[src/rtl/busseq_pkg.sv]
package busseq_pkg;

  typedef enum logic [2:0] {
    PH_IDLE, PH_T1, PH_T2, PH_TW, PH_T3, PH_T4, PH_HOLD
  } phase_e;

  localparam logic [2:0] CY_FETCH = 3'd0;
  localparam logic [2:0] CY_MRD   = 3'd1;
  localparam logic [2:0] CY_MWR   = 3'd2;
  localparam logic [2:0] CY_IORD  = 3'd3;
  localparam logic [2:0] CY_IOWR  = 3'd4;

  function automatic logic cy_is_write(input logic [2:0] t);
    return (t == CY_MWR) || (t == CY_IOWR);
  endfunction

  function automatic logic cy_is_io(input logic [2:0] t);
    return (t == CY_IORD) || (t == CY_IOWR);
  endfunction

  function automatic logic [1:0] cy_status(input logic [2:0] t);
    case (t)
      CY_FETCH:        return 2'b11;
      CY_MWR, CY_IOWR: return 2'b01;
      default:         return 2'b10;
    endcase
  endfunction

  function automatic logic ph_data(input phase_e p);
    return (p == PH_T2) || (p == PH_TW) || (p == PH_T3);
  endfunction

  function automatic logic ph_cycle(input phase_e p);
    return (p != PH_IDLE) && (p != PH_HOLD);
  endfunction

endpackage

[src/rtl/busseq_fsm.sv]
module busseq_fsm
  import busseq_pkg::*;
#(
  parameter int AW = 16,
  parameter int DW = 8
) (
  input  logic          clk,
  input  logic          rst,
  input  logic          req_valid,
  input  logic [2:0]    req_type,
  input  logic [AW-1:0] req_addr,
  input  logic [DW-1:0] req_wdata,
  input  logic          bus_ready,
  input  logic          hold_req,
  output logic          req_take,
  output phase_e        phase_q,
  output phase_e        phase_nx,
  output logic [2:0]    typ_q,
  output logic [2:0]    typ_nx,
  output logic [AW-1:0] addr_nx,
  output logic [DW-1:0] wdata_nx
);

  logic [AW-1:0] addr_q;
  logic [DW-1:0] wdata_q;
  logic          at_end;
  logic          accept;

  assign at_end   = (phase_q == PH_IDLE) || (phase_q == PH_T4) ||
                    ((phase_q == PH_T3) && (typ_q != CY_FETCH));
  assign req_take = at_end && !hold_req;
  assign accept   = req_take && req_valid;

  assign typ_nx   = accept ? req_type  : typ_q;
  assign addr_nx  = accept ? req_addr  : addr_q;
  assign wdata_nx = accept ? req_wdata : wdata_q;

  always_comb begin
    phase_nx = phase_q;
    case (phase_q)
      PH_T1:        phase_nx = PH_T2;
      PH_T2, PH_TW: phase_nx = bus_ready ? PH_T3 : PH_TW;
      PH_HOLD:      phase_nx = hold_req ? PH_HOLD : PH_IDLE;
      default: ;
    endcase
    if (phase_q == PH_T3 && typ_q == CY_FETCH)
      phase_nx = PH_T4;
    else if (at_end)
      phase_nx = accept ? PH_T1 : (hold_req ? PH_HOLD : PH_IDLE);
  end

  always_ff @(posedge clk) begin
    if (rst) begin
      phase_q <= PH_IDLE;
      typ_q   <= CY_FETCH;
      addr_q  <= '0;
      wdata_q <= '0;
    end else begin
      phase_q <= phase_nx;
      typ_q   <= typ_nx;
      addr_q  <= addr_nx;
      wdata_q <= wdata_nx;
    end
  end

  // a low ready sample in T2 yields a wait state
  p_wait_entry_r7: assert property (@(posedge clk) disable iff (rst)
    (phase_q == PH_T2 && !bus_ready) |=> (phase_q == PH_TW));

  // the hold phase is entered only from a cycle boundary
  p_hold_boundary_r10: assert property (@(posedge clk) disable iff (rst)
    (phase_q == PH_HOLD && $past(phase_q) != PH_HOLD) |->
      ($past(phase_q) == PH_IDLE || $past(phase_q) == PH_T3 ||
       $past(phase_q) == PH_T4));

endmodule

[src/rtl/busseq_rdcap.sv]
module busseq_rdcap
  import busseq_pkg::*;
#(
  parameter int DW = 8
) (
  input  logic          clk,
  input  logic          rst,
  input  phase_e        phase_q,
  input  logic [2:0]    typ_q,
  input  logic [DW-1:0] ad_in,
  output logic [DW-1:0] rd_data
);

  logic grab;
  assign grab = (phase_q == PH_T3) && !cy_is_write(typ_q);

  always_ff @(posedge clk) begin
    if (rst)       rd_data <= '0;
    else if (grab) rd_data <= ad_in;
  end

  // the captured byte changes only at the end of a read T3
  p_cap_stable_r8: assert property (@(posedge clk) disable iff (rst)
    !grab |=> $stable(rd_data));

endmodule

[src/rtl/busseq_pins.sv]
module busseq_pins
  import busseq_pkg::*;
#(
  parameter int AW = 16,
  parameter int DW = 8
) (
  input  logic             clk,
  input  logic             rst,
  input  phase_e           phase_nx,
  input  logic [2:0]       typ_nx,
  input  logic [AW-1:0]    addr_nx,
  input  logic [DW-1:0]    wdata_nx,
  output logic             hold_ack,
  output logic             addr_strobe,
  output logic [1:0]       st_code,
  output logic             io_sel,
  output logic             bus_rd_n,
  output logic             bus_wr_n,
  output logic             bus_oe,
  output logic [AW-DW-1:0] addr_hi,
  output logic [DW-1:0]    ad_out,
  output logic             ad_oe,
  output logic             done
);

  localparam int HW = AW - DW;

  logic          wr_k;
  logic          io_k;
  logic          in_cyc;
  logic          in_data;
  logic [HW-1:0] hi_nx;

  assign wr_k    = cy_is_write(typ_nx);
  assign io_k    = cy_is_io(typ_nx);
  assign in_cyc  = ph_cycle(phase_nx);
  assign in_data = ph_data(phase_nx);
  assign hi_nx   = io_k ? HW'(addr_nx[DW-1:0]) : addr_nx[AW-1:DW];

  always_ff @(posedge clk) begin
    if (rst) begin
      hold_ack    <= 1'b0;
      addr_strobe <= 1'b0;
      st_code     <= 2'b00;
      io_sel      <= 1'b0;
      bus_rd_n    <= 1'b1;
      bus_wr_n    <= 1'b1;
      bus_oe      <= 1'b1;
      addr_hi     <= '0;
      ad_out      <= '0;
      ad_oe       <= 1'b0;
      done        <= 1'b0;
    end else begin
      hold_ack    <= (phase_nx == PH_HOLD);
      bus_oe      <= (phase_nx != PH_HOLD);
      addr_strobe <= (phase_nx == PH_T1);
      st_code     <= in_cyc ? cy_status(typ_nx) : 2'b00;
      io_sel      <= in_cyc && io_k;
      bus_rd_n    <= !(in_data && !wr_k);
      bus_wr_n    <= !(in_data && wr_k);
      addr_hi     <= hi_nx;
      ad_out      <= (phase_nx == PH_T1) ? addr_nx[DW-1:0] : wdata_nx;
      ad_oe       <= (phase_nx == PH_T1) || (in_data && wr_k);
      done        <= ((phase_nx == PH_T3) && (typ_nx != CY_FETCH)) ||
                     (phase_nx == PH_T4);
    end
  end

  // never both strobes at once
  p_strobe_excl_r5: assert property (@(posedge clk) disable iff (rst)
    !(!bus_rd_n && !bus_wr_n));

  // the address strobe lasts a single clock
  p_strobe_once_r2: assert property (@(posedge clk) disable iff (rst)
    addr_strobe |=> !addr_strobe);

  // bus released during hold
  p_float_r11: assert property (@(posedge clk) disable iff (rst)
    hold_ack |-> (!ad_oe && !bus_oe));

  // done is a one-clock pulse
  p_done_pulse_r3: assert property (@(posedge clk) disable iff (rst)
    done |=> !done);

endmodule

[src/rtl/bus_cycle_seq.sv]
module bus_cycle_seq
  import busseq_pkg::*;
#(
  parameter int AW = 16,
  parameter int DW = 8
) (
  input  logic             clk,
  input  logic             rst,
  input  logic             req_valid,
  input  logic [2:0]       req_type,
  input  logic [AW-1:0]    req_addr,
  input  logic [DW-1:0]    req_wdata,
  output logic             req_take,
  input  logic             bus_ready,
  input  logic             hold_req,
  output logic             hold_ack,
  output logic             addr_strobe,
  output logic [1:0]       st_code,
  output logic             io_sel,
  output logic             bus_rd_n,
  output logic             bus_wr_n,
  output logic             bus_oe,
  output logic [AW-DW-1:0] addr_hi,
  output logic [DW-1:0]    ad_out,
  output logic             ad_oe,
  input  logic [DW-1:0]    ad_in,
  output logic [DW-1:0]    rd_data,
  output logic             done
);

  phase_e        phase_q;
  phase_e        phase_nx;
  logic [2:0]    typ_q;
  logic [2:0]    typ_nx;
  logic [AW-1:0] addr_nx;
  logic [DW-1:0] wdata_nx;

  busseq_fsm #(.AW(AW), .DW(DW)) u_fsm (
    .clk(clk), .rst(rst), .req_valid(req_valid), .req_type(req_type),
    .req_addr(req_addr), .req_wdata(req_wdata), .bus_ready(bus_ready),
    .hold_req(hold_req), .req_take(req_take), .phase_q(phase_q),
    .phase_nx(phase_nx), .typ_q(typ_q), .typ_nx(typ_nx),
    .addr_nx(addr_nx), .wdata_nx(wdata_nx)
  );

  busseq_pins #(.AW(AW), .DW(DW)) u_pins (
    .clk(clk), .rst(rst), .phase_nx(phase_nx), .typ_nx(typ_nx),
    .addr_nx(addr_nx), .wdata_nx(wdata_nx), .hold_ack(hold_ack),
    .addr_strobe(addr_strobe), .st_code(st_code), .io_sel(io_sel),
    .bus_rd_n(bus_rd_n), .bus_wr_n(bus_wr_n), .bus_oe(bus_oe),
    .addr_hi(addr_hi), .ad_out(ad_out), .ad_oe(ad_oe), .done(done)
  );

  busseq_rdcap #(.DW(DW)) u_rdcap (
    .clk(clk), .rst(rst), .phase_q(phase_q), .typ_q(typ_q),
    .ad_in(ad_in), .rd_data(rd_data)
  );

endmodule

[config.mk]
export PLATFORM = sky130hd
export DESIGN_NAME = bus_cycle_seq
export DESIGN_NICKNAME = d
export VERILOG_FILES = /design/src/rtl/busseq_pkg.sv /design/src/rtl/busseq_fsm.sv /design/src/rtl/busseq_rdcap.sv /design/src/rtl/busseq_pins.sv /design/src/rtl/bus_cycle_seq.sv
export SDC_FILE = /design/constraint.sdc
export NUM_CORES = 1
export LEC_CHECK = 0
export ABC_CLOCK_PERIOD_IN_PS = 2000
export BUFFER_PORTS_ARGS = -buffer_cell sky130_fd_sc_hd__buf_2
export CORE_MARGIN = 4
export CORE_UTILIZATION = 52
export CTS_CLUSTER_DIAMETER = 80
export DETAILED_ROUTE_END_ITERATION = 10
export MAX_ROUTING_LAYER = met4
export PLACE_DENSITY = 0.79
export RECOVER_POWER = 100
export SYNTH_ARGS = -nofsm -noshare
export SYNTH_HDL_FRONTEND = slang
export SYNTH_SLANG_ARGS = --single-unit
[constraint.sdc]
create_clock -name clk -period 2 [get_ports clk]
set_input_delay 0.3 -clock clk [delete_from_list [all_inputs] [get_ports clk]]
set_output_delay 0.3 -clock clk [all_outputs]
set_load 0.03 [all_outputs]
==> results of run 1 <==
[logic make-up after synthesis]
family	count (synthesis)	synth area share, %
and+or+nand+nor	120	19.4
AOI/OAI and AO/OA	101	24.6
DFF	64	45.0
buffers and inverters	31	5.72
muxes	14	4.97
xor gates and xnor gates	1	0.308
[critical path, delay by kind of cell, from the launching register on]
kind	cells	cell delay, ns
flops	1	0.55
simple gates	1	0.25
buf+inv	1	0.29
compound gates	3	0.62
[how the worst max path moves through the flow]
stage                                   end  cells after the start
4_1_cts                            req_take                      4
3_3_place_gp    u_fsm.addr_q[14]$_SDFF_PP0_                      6
3_5_place_dp    u_fsm.addr_q[14]$_SDFF_PP0_                      6
2_1_floorplan  u_pins.addr_hi[2]$_SDFF_PP0_                      6
5_1_grt                            req_take                      4
6_report       u_pins.addr_hi[0]$_SDFF_PP0_                      5
[layer usage]
layer	wire length, um	part of all wire (%)	GRT usage (%)	vias up
li1	-	-	-	1308
met2	3390	48	35.1	112
met3	541	7.6	5.37	18
met4	185	2.6	12.1	0
met1	2970	42	27.8	1235
met5	0	0	-	-
[state kept, by name (all words and copies together), names as in the netlist]
signal              flops
u_pins.hold_ack         1
u_pins.st_code          2
u_pins.io_sel           1
u_fsm.phase_q           3
u_pins.ad_oe            1
u_pins.addr_strobe      1
u_fsm.typ_q             3
u_fsm.addr_q           16
u_fsm.wdata_q           8
u_pins.done             1
u_pins.bus_rd_n         1
u_pins.ad_out           8
u_pins.bus_oe           1
u_pins.bus_wr_n         1
u_pins.addr_hi          8
u_rdcap.rd_data         8
[Yosys cell counts, drive strengths merged (2+ instances only)]
| cell | n |
|---|---|
| a211oi | 11 |
| a21oi | 48 |
| a31oi | 3 |
| buf | 13 |
| clkbuf | 13 |
| dfxtp | 64 |
| inv | 5 |
| mux2i | 13 |
| nand2 | 62 |
| nand2b | 4 |
| nand3 | 4 |
| nor2 | 24 |
| nor2b | 2 |
| nor3 | 4 |
| nor3b | 13 |
| o2111ai | 2 |
| o21ai | 14 |
| o21ba | 2 |
| o221ai | 5 |
| o32a | 8 |
[cell type report]
type                    count  area (sq um)  area share [%]
clock buffers              13           159            4.72
multi-input cells         236          1370            40.7
inverters                   5          18.8           0.557
flip-flops and latches     64          1280            38.0
well taps                  70          87.6            2.60
clock inverters             3          40.0            1.19
repair buffers             86           412            12.2
[stage by stage]
stage / area (sq um) / instances / hold slack [ns] / total power [mW]
floorplan: 2850 / 331 / 0.395 / 2.11
global placement: 3250 / 461 / 0.448 / 2.31
detailed placement: 3250 / 461 / 0.454 / 2.33
CTS: 3450 / 477 / 0.185 / 3.44
global route: 3370 / 477 / 0.203 / 3.56
finish: 3370 / 477 / 0.197 / 3.38
[power breakdown]
part           leakage, nW  internal [mW]  switching, mW
logic                0.715          0.283          0.530
clock network        0.103          0.641          0.471
registers            0.522           1.40         0.0649
total                 1.34           2.32           1.07
==> key figures, run 1 <==
Global routing
  – Initial antenna violation count: 0
  – Vias in the first global route: 2461
  – Gr usage total: 22.9%
  – Largest net degree at the start of global routing: 52
  – Overflow after GRT: 0
  – First-pass GRT wire length: 11.4 mm

Placed design
  – # port buffers: 74
  – DP Worst Slack: 0.280 ns
  – Post-DP HPWL: 4.95 mm
  – GP Congestion: 0.864

Synth
  – Syn Area/Cell: 8.60 sq um
  – Synth Flop Type: dfxtp_1
  – Yosys top cell by area: dfxtp_1
  – Synth Register Bits: 64
  – Mapped Nets: 371
  – Async S/R FF share, synth: 0%
  – Synth top area share: 45.0%
  – Number of synthesized flops with an enable pin: 0
  – Synthesized cell area: 0.00285 sq mm
  – Ys Warns: 0
  – Netlist cell types: 43
  – Post-Syn Instances: 331
  – Top cells by area, synth: dfxtp_1 45%, a21oi_1 8.3%, nand2_1 8.2%
  – Register area share after synthesis: 45.0%

Power and ir drop
  – PD cells: 1000 mW/mm^2
  – Pleak: 1.34 nW
  – Worst vdd ir: 0.853 mV

CTS
  – Clock Path Buffers: 2
  – Root buffer cell: clkbuf_8
  – Clock latency on the worst-skew pair: 0.33 ns
  – Number of gates resized after CTS: 0
  – Clk sink count: 64
  – Number of setup buffers added after CTS: 0
  – CTS Buf Count: 9
  – Reg clk slew, reported paths: 0.07 ns
  – H-tree lvl count: 3
  – CTS tree: yes
  – Post-CTS Hold Buffers: 0

Worst hold path
  – Worst Min Path Start: ad_in[6]
  – Hold-critical path depth: 3
  – Hold path endpoint: u_rdcap.rd_data[6]$_SDFFE_PP0P_
  – HP Class: in -> reg

Worst setup path
  – Crit path cell chain: nand2b_1 -> o2111a_1 -> buf_4 -> a21oi_1 -> a211oi_1
  – Flop2flop setup slack: 0.18 ns
  – CP Launch Point: u_fsm.phase_q[0]$_SDFF_PP0_
  – CP arrival: 2.05 ns
  – Critical Path Slowest Stage Cell: dfxtp_1
  – FF-to-FF Start: u_fsm.phase_q[0]$_SDFF_PP0_
  – Critical path's largest stage delay: 0.55 ns
  – Crit Path Class: reg -> reg
  – Startpoint types: register
  – RR Endpoint: u_pins.addr_hi[0]$_SDFF_PP0_
  – CP max FO: 24
  – CP Capture Type: register
  – Worst R2R Path Depth: 5
  – Worst path required time: 2.23 ns

Timing
  – Final min period: 1.82 ns
  – Max Freq: 0.548 GHz
  – TNS Setup: 0 ns
  – Final Hold Fails: 0
  – Final setup violation count: 0
  – Setup slack after layout: 0.176 ns
  – RSZ-0062 raised after global routing: no
  – Final Skew: 0.00209 ns
  – Max-slew violation count: 0
  – Slew Limit Headroom: 63.2%
  – Final cycle utilization of the critical path: 91.2%
  – Worst Max-Slew Pin Slew: 0.552 ns

Layout
  – Fin util: 64.7%
  – Most common cell after layout, fill and taps aside: dfxtp_1
  – Area delta synth->final: 18.4%
  – Layout cells sized above 1: 18.9%
  – Most frequent cells in the layout: 64 x dfxtp_1, 62 x nand2_1, 47 x a21oi_1
  – Layout Nets: 442
  – N_diodes: 0
  – Filler Cell Count: 489

Drt
  – Wire length per cell: 14.9 um
  – DR iter-0 viols: 242
  – First-pass DRT Iterations: 5
  – DRT antenna net count: 0
  – DRC: 0
  – Routed wire length: 7.09 mm
  – Via Count: 2673
  – DR vias/cell: 5.60

Die
  – DIE HEIGHT: 82.0 um
  – Die W: 82.0 um
  – Row Count: 26
  – Initial core utilization: 54.7%
  – Core Region: 0.00520 sq mm
  – I/O pin total: 75
  – Die area: 0.00672 sq mm

Run
  – # Max-Cap Violations: 0

Status
  – Status: finished, final reports clean
Power figures use the tool's default switching activity.
==> run 2: changes to the inputs <==
Settings changed: CORE_MARGIN 4 to not set.
==> run 2 against run 1 <==
Net effect: sequential share of layout area fell by 0.80 points; cell count did not move; via count fell by 0.41%; routed wire length fell by 0.82%; clock power rose by 23%; power rose by 7.7%; maximum frequency rose by 3.0%; setup slack improved by 0.052 ns; sequential power barely moved; register-to-register slack improved by 0.05 ns; first-iteration DRC count fell by 14%; critical path type unchanged.
==> key figures, run 2 (synthesis gave the netlist of run 1 again) <==
Status
  – Status: finished, final reports clean

CTS
  – Number of setup buffers added after CTS: 0 (unchanged)
  – H-tree lvl count: 3 (unchanged)
  – Clock Path Buffers: 2 (unchanged)
  – Reg clk slew, reported paths: 0.07 ns (about the same)
  – CTS Buf Count: 9 (unchanged)
  – CTS tree: yes
  – Post-CTS Hold Buffers: 0 (unchanged)
  – Clk sink count: 64 (unchanged)
  – Clock latency on the worst-skew pair: 0.34 ns (about the same)
  – Root buffer cell: clkbuf_8

Drt
  – DRC: 0 (unchanged)
  – Wire length per cell: 14.7 um (-0.82%)
  – DR vias/cell: 5.58 (-0.41%)
  – Via Count: 2662 (-0.41%)
  – DR iter-0 viols: 207 (-14%)
  – First-pass DRT Iterations: 4 (-1)
  – DRT antenna net count: 0 (unchanged)
  – Routed wire length: 7.03 mm (-0.82%)

Die
  – Core Region: 0.00517 sq mm (-0.62%)
  – Initial core utilization: 55.0% (+0.34 points)
  – Die area: 0.00577 sq mm (-14%)
  – Row Count: 26 (unchanged)
  – Die W: 76.0 um (-7.3%)
  – DIE HEIGHT: 76.0 um (-7.3%)
  – I/O pin total: 75 (unchanged)

Worst setup path
  – Crit Path Class: reg -> reg
  – Critical path's largest stage delay: 0.44 ns (-0.11 ns)
  – Flop2flop setup slack: 0.23 ns (+0.05 ns)
  – Crit path cell chain: or3_1 -> o2111a_1 -> buf_12 -> a211oi_1 -> o21a_1
  – Startpoint types: register
  – CP arrival: 2.06 ns (about the same)
  – Worst path required time: 2.29 ns (+0.06 ns)
  – CP Capture Type: register
  – RR Endpoint: u_pins.st_code[0]$_SDFF_PP0_
  – Critical Path Slowest Stage Cell: or3_1
  – CP max FO: 45 (+88%)
  – FF-to-FF Start: u_fsm.typ_q[1]$_SDFF_PP0_
  – Worst R2R Path Depth: 5 (unchanged)

Timing
  – Slew Limit Headroom: 62.6% (-0.54 points)
  – RSZ-0062 raised after global routing: no
  – Max Freq: 0.564 GHz (+3.0%)
  – Final min period: 1.77 ns (-0.0524 ns)
  – Final Skew: 0.00629 ns (+0.00420 ns)
  – Final cycle utilization of the critical path: 88.6% (-2.6 points)
  – Final Hold Fails: 0 (unchanged)
  – Max-slew violation count: 0 (unchanged)
  – Worst Max-Slew Pin Slew: 0.560 ns (+0.00809 ns)
  – Final setup violation count: 0 (unchanged)
  – TNS Setup: 0 ns (unchanged)

Power and ir drop
  – PD cells: 1060 mW/mm^2 (+5.4%)
  – Worst vdd ir: 0.594 mV (-30%)
  – Pleak: 1.37 nW (+2.2%)

Placed design
  – # port buffers: 74 (unchanged)
  – Post-DP HPWL: 4.71 mm (-4.8%)
  – Placed cells: 461 (unchanged)
  – GP Congestion: 0.875 (+1.3%)

Layout
  – Reg with most FFs: u_fsm.addr_q
  – Post-route insts no fill: 477 (unchanged)
  – Most frequent cells in the layout: 64 x dfxtp_1, 62 x nand2_1, 47 x a21oi_1
  – Layout Nets: 442 (unchanged)
  – N_diodes: 0 (unchanged)
  – Filler Cell Count: 446 (-8.8%)
  – Max reg flops: 16 (unchanged)
  – Most common cell after layout, fill and taps aside: dfxtp_1
  – Area delta synth->final: 21.0%
  – Layout cells sized above 1: 19.9% (+0.98 points)

Global routing
  – Overflow after GRT: 0 (unchanged)
  – Initial antenna violation count: 0 (unchanged)
  – Gr usage total: 26.2% (+3.3 points)
  – Largest net degree at the start of global routing: 46 (-12%)
  – Vias in the first global route: 2428 (-1.3%)
  – First-pass GRT wire length: 11.7 mm (+2.2%)

Worst hold path
  – Hold path endpoint: u_rdcap.rd_data[5]$_SDFFE_PP0P_
  – Hold-critical path depth: 3 (unchanged)
  – Worst Min Path Start: ad_in[5]
  – HP Class: in -> reg

Run
  – # Max-Cap Violations: 0 (unchanged)
## run 2: cell types whose count changed in the layout (fill, tap and decap cells not counted), sizes merged
cell and change:
clkbuf -3, bufinv +2, buf +1
## run 2: per-stage QoR
step	instance area [sq um]	setup WS (ns)	hold slack, ns	power [mW]	utilization, %
floorplan	2850	0.427	0.395	2.11	-
global placement	3260	0.302	0.448	2.32	63.1
detailed placement	3260	0.269	0.456	2.34	63.1
CTS	3510	0.122	0.180	3.69	67.8
global route	3440	0.121	0.193	3.81	66.5
finish	3440	0.228	0.189	3.65	66.5
## run 2: worst max-delay path by stage
stage / start / to / slack [ns] / cells past startpoint
after global placement: u_fsm.typ_q[2]$_SDFF_PP0_ / u_pins.addr_hi[4]$_SDFF_PP0_ / 0.30 / 5
after global routing: u_fsm.phase_q[0]$_SDFF_PP0_ / u_pins.addr_hi[7]$_SDFF_PP0_ / 0.12 / 5
after detailed placement: u_fsm.typ_q[2]$_SDFF_PP0_ / u_pins.addr_hi[7]$_SDFF_PP0_ / 0.27 / 5
after CTS: u_fsm.typ_q[1]$_SDFF_PP0_ / req_take / 0.12 / 4
after floorplan: u_fsm.typ_q[1]$_SDFF_PP0_ / u_pins.addr_hi[2]$_SDFF_PP0_ / 0.43 / 6
final: u_fsm.typ_q[1]$_SDFF_PP0_ / u_pins.st_code[0]$_SDFF_PP0_ / 0.23 / 5
## run 2: layout make-up
| type | instances | area, sq um | share of cell area, % |
|---|---|---|---|
| clock buffers | 11 | 141 | 4.11 |
| clock inverters | 5 | 104 | 3.02 |
| inverters | 5 | 18.8 | 0.545 |
| multi-input cells | 236 | 1380 | 40.1 |
| flip-flops and latches | 64 | 1280 | 37.2 |
| well taps | 70 | 87.6 | 2.54 |
| repair buffers | 86 | 428 | 12.4 |
## run 2: where the power goes
| part | switching, mW | leakage, nW | internal, mW | total, mW |
|---|---|---|---|---|
| clock | 0.497 | 0.124 | 0.862 | 1.36 |
| combinational | 0.540 | 0.724 | 0.290 | 0.830 |
| sequential | 0.0610 | 0.522 | 1.40 | 1.46 |
## run 2: routing by layer
layer  vias to the layer above  wire length (um)  GRT usage [%]
li1                       1313                 -              -
met1                      1250              3100           32.6
met2                        84              3470           42.3
met3                        15               337           3.35
met4                         0               131           12.7
met5                         -                 0              -
## run 2: repair_timing
action / 4_1_cts / 5_1_grt
hold endpoints to repair: 0 / 0
endpoints found under the setup margin: 0 / 1
gates resized for setup: 0 / 1
## run 2: worst max-delay path: cells and delay by family (launching register included)
kind | cells | cell delay (ns)
compound gates | 3 | 0.76
buf+inv | 1 | 0.19
flops | 1 | 0.32
simple gates | 1 | 0.44
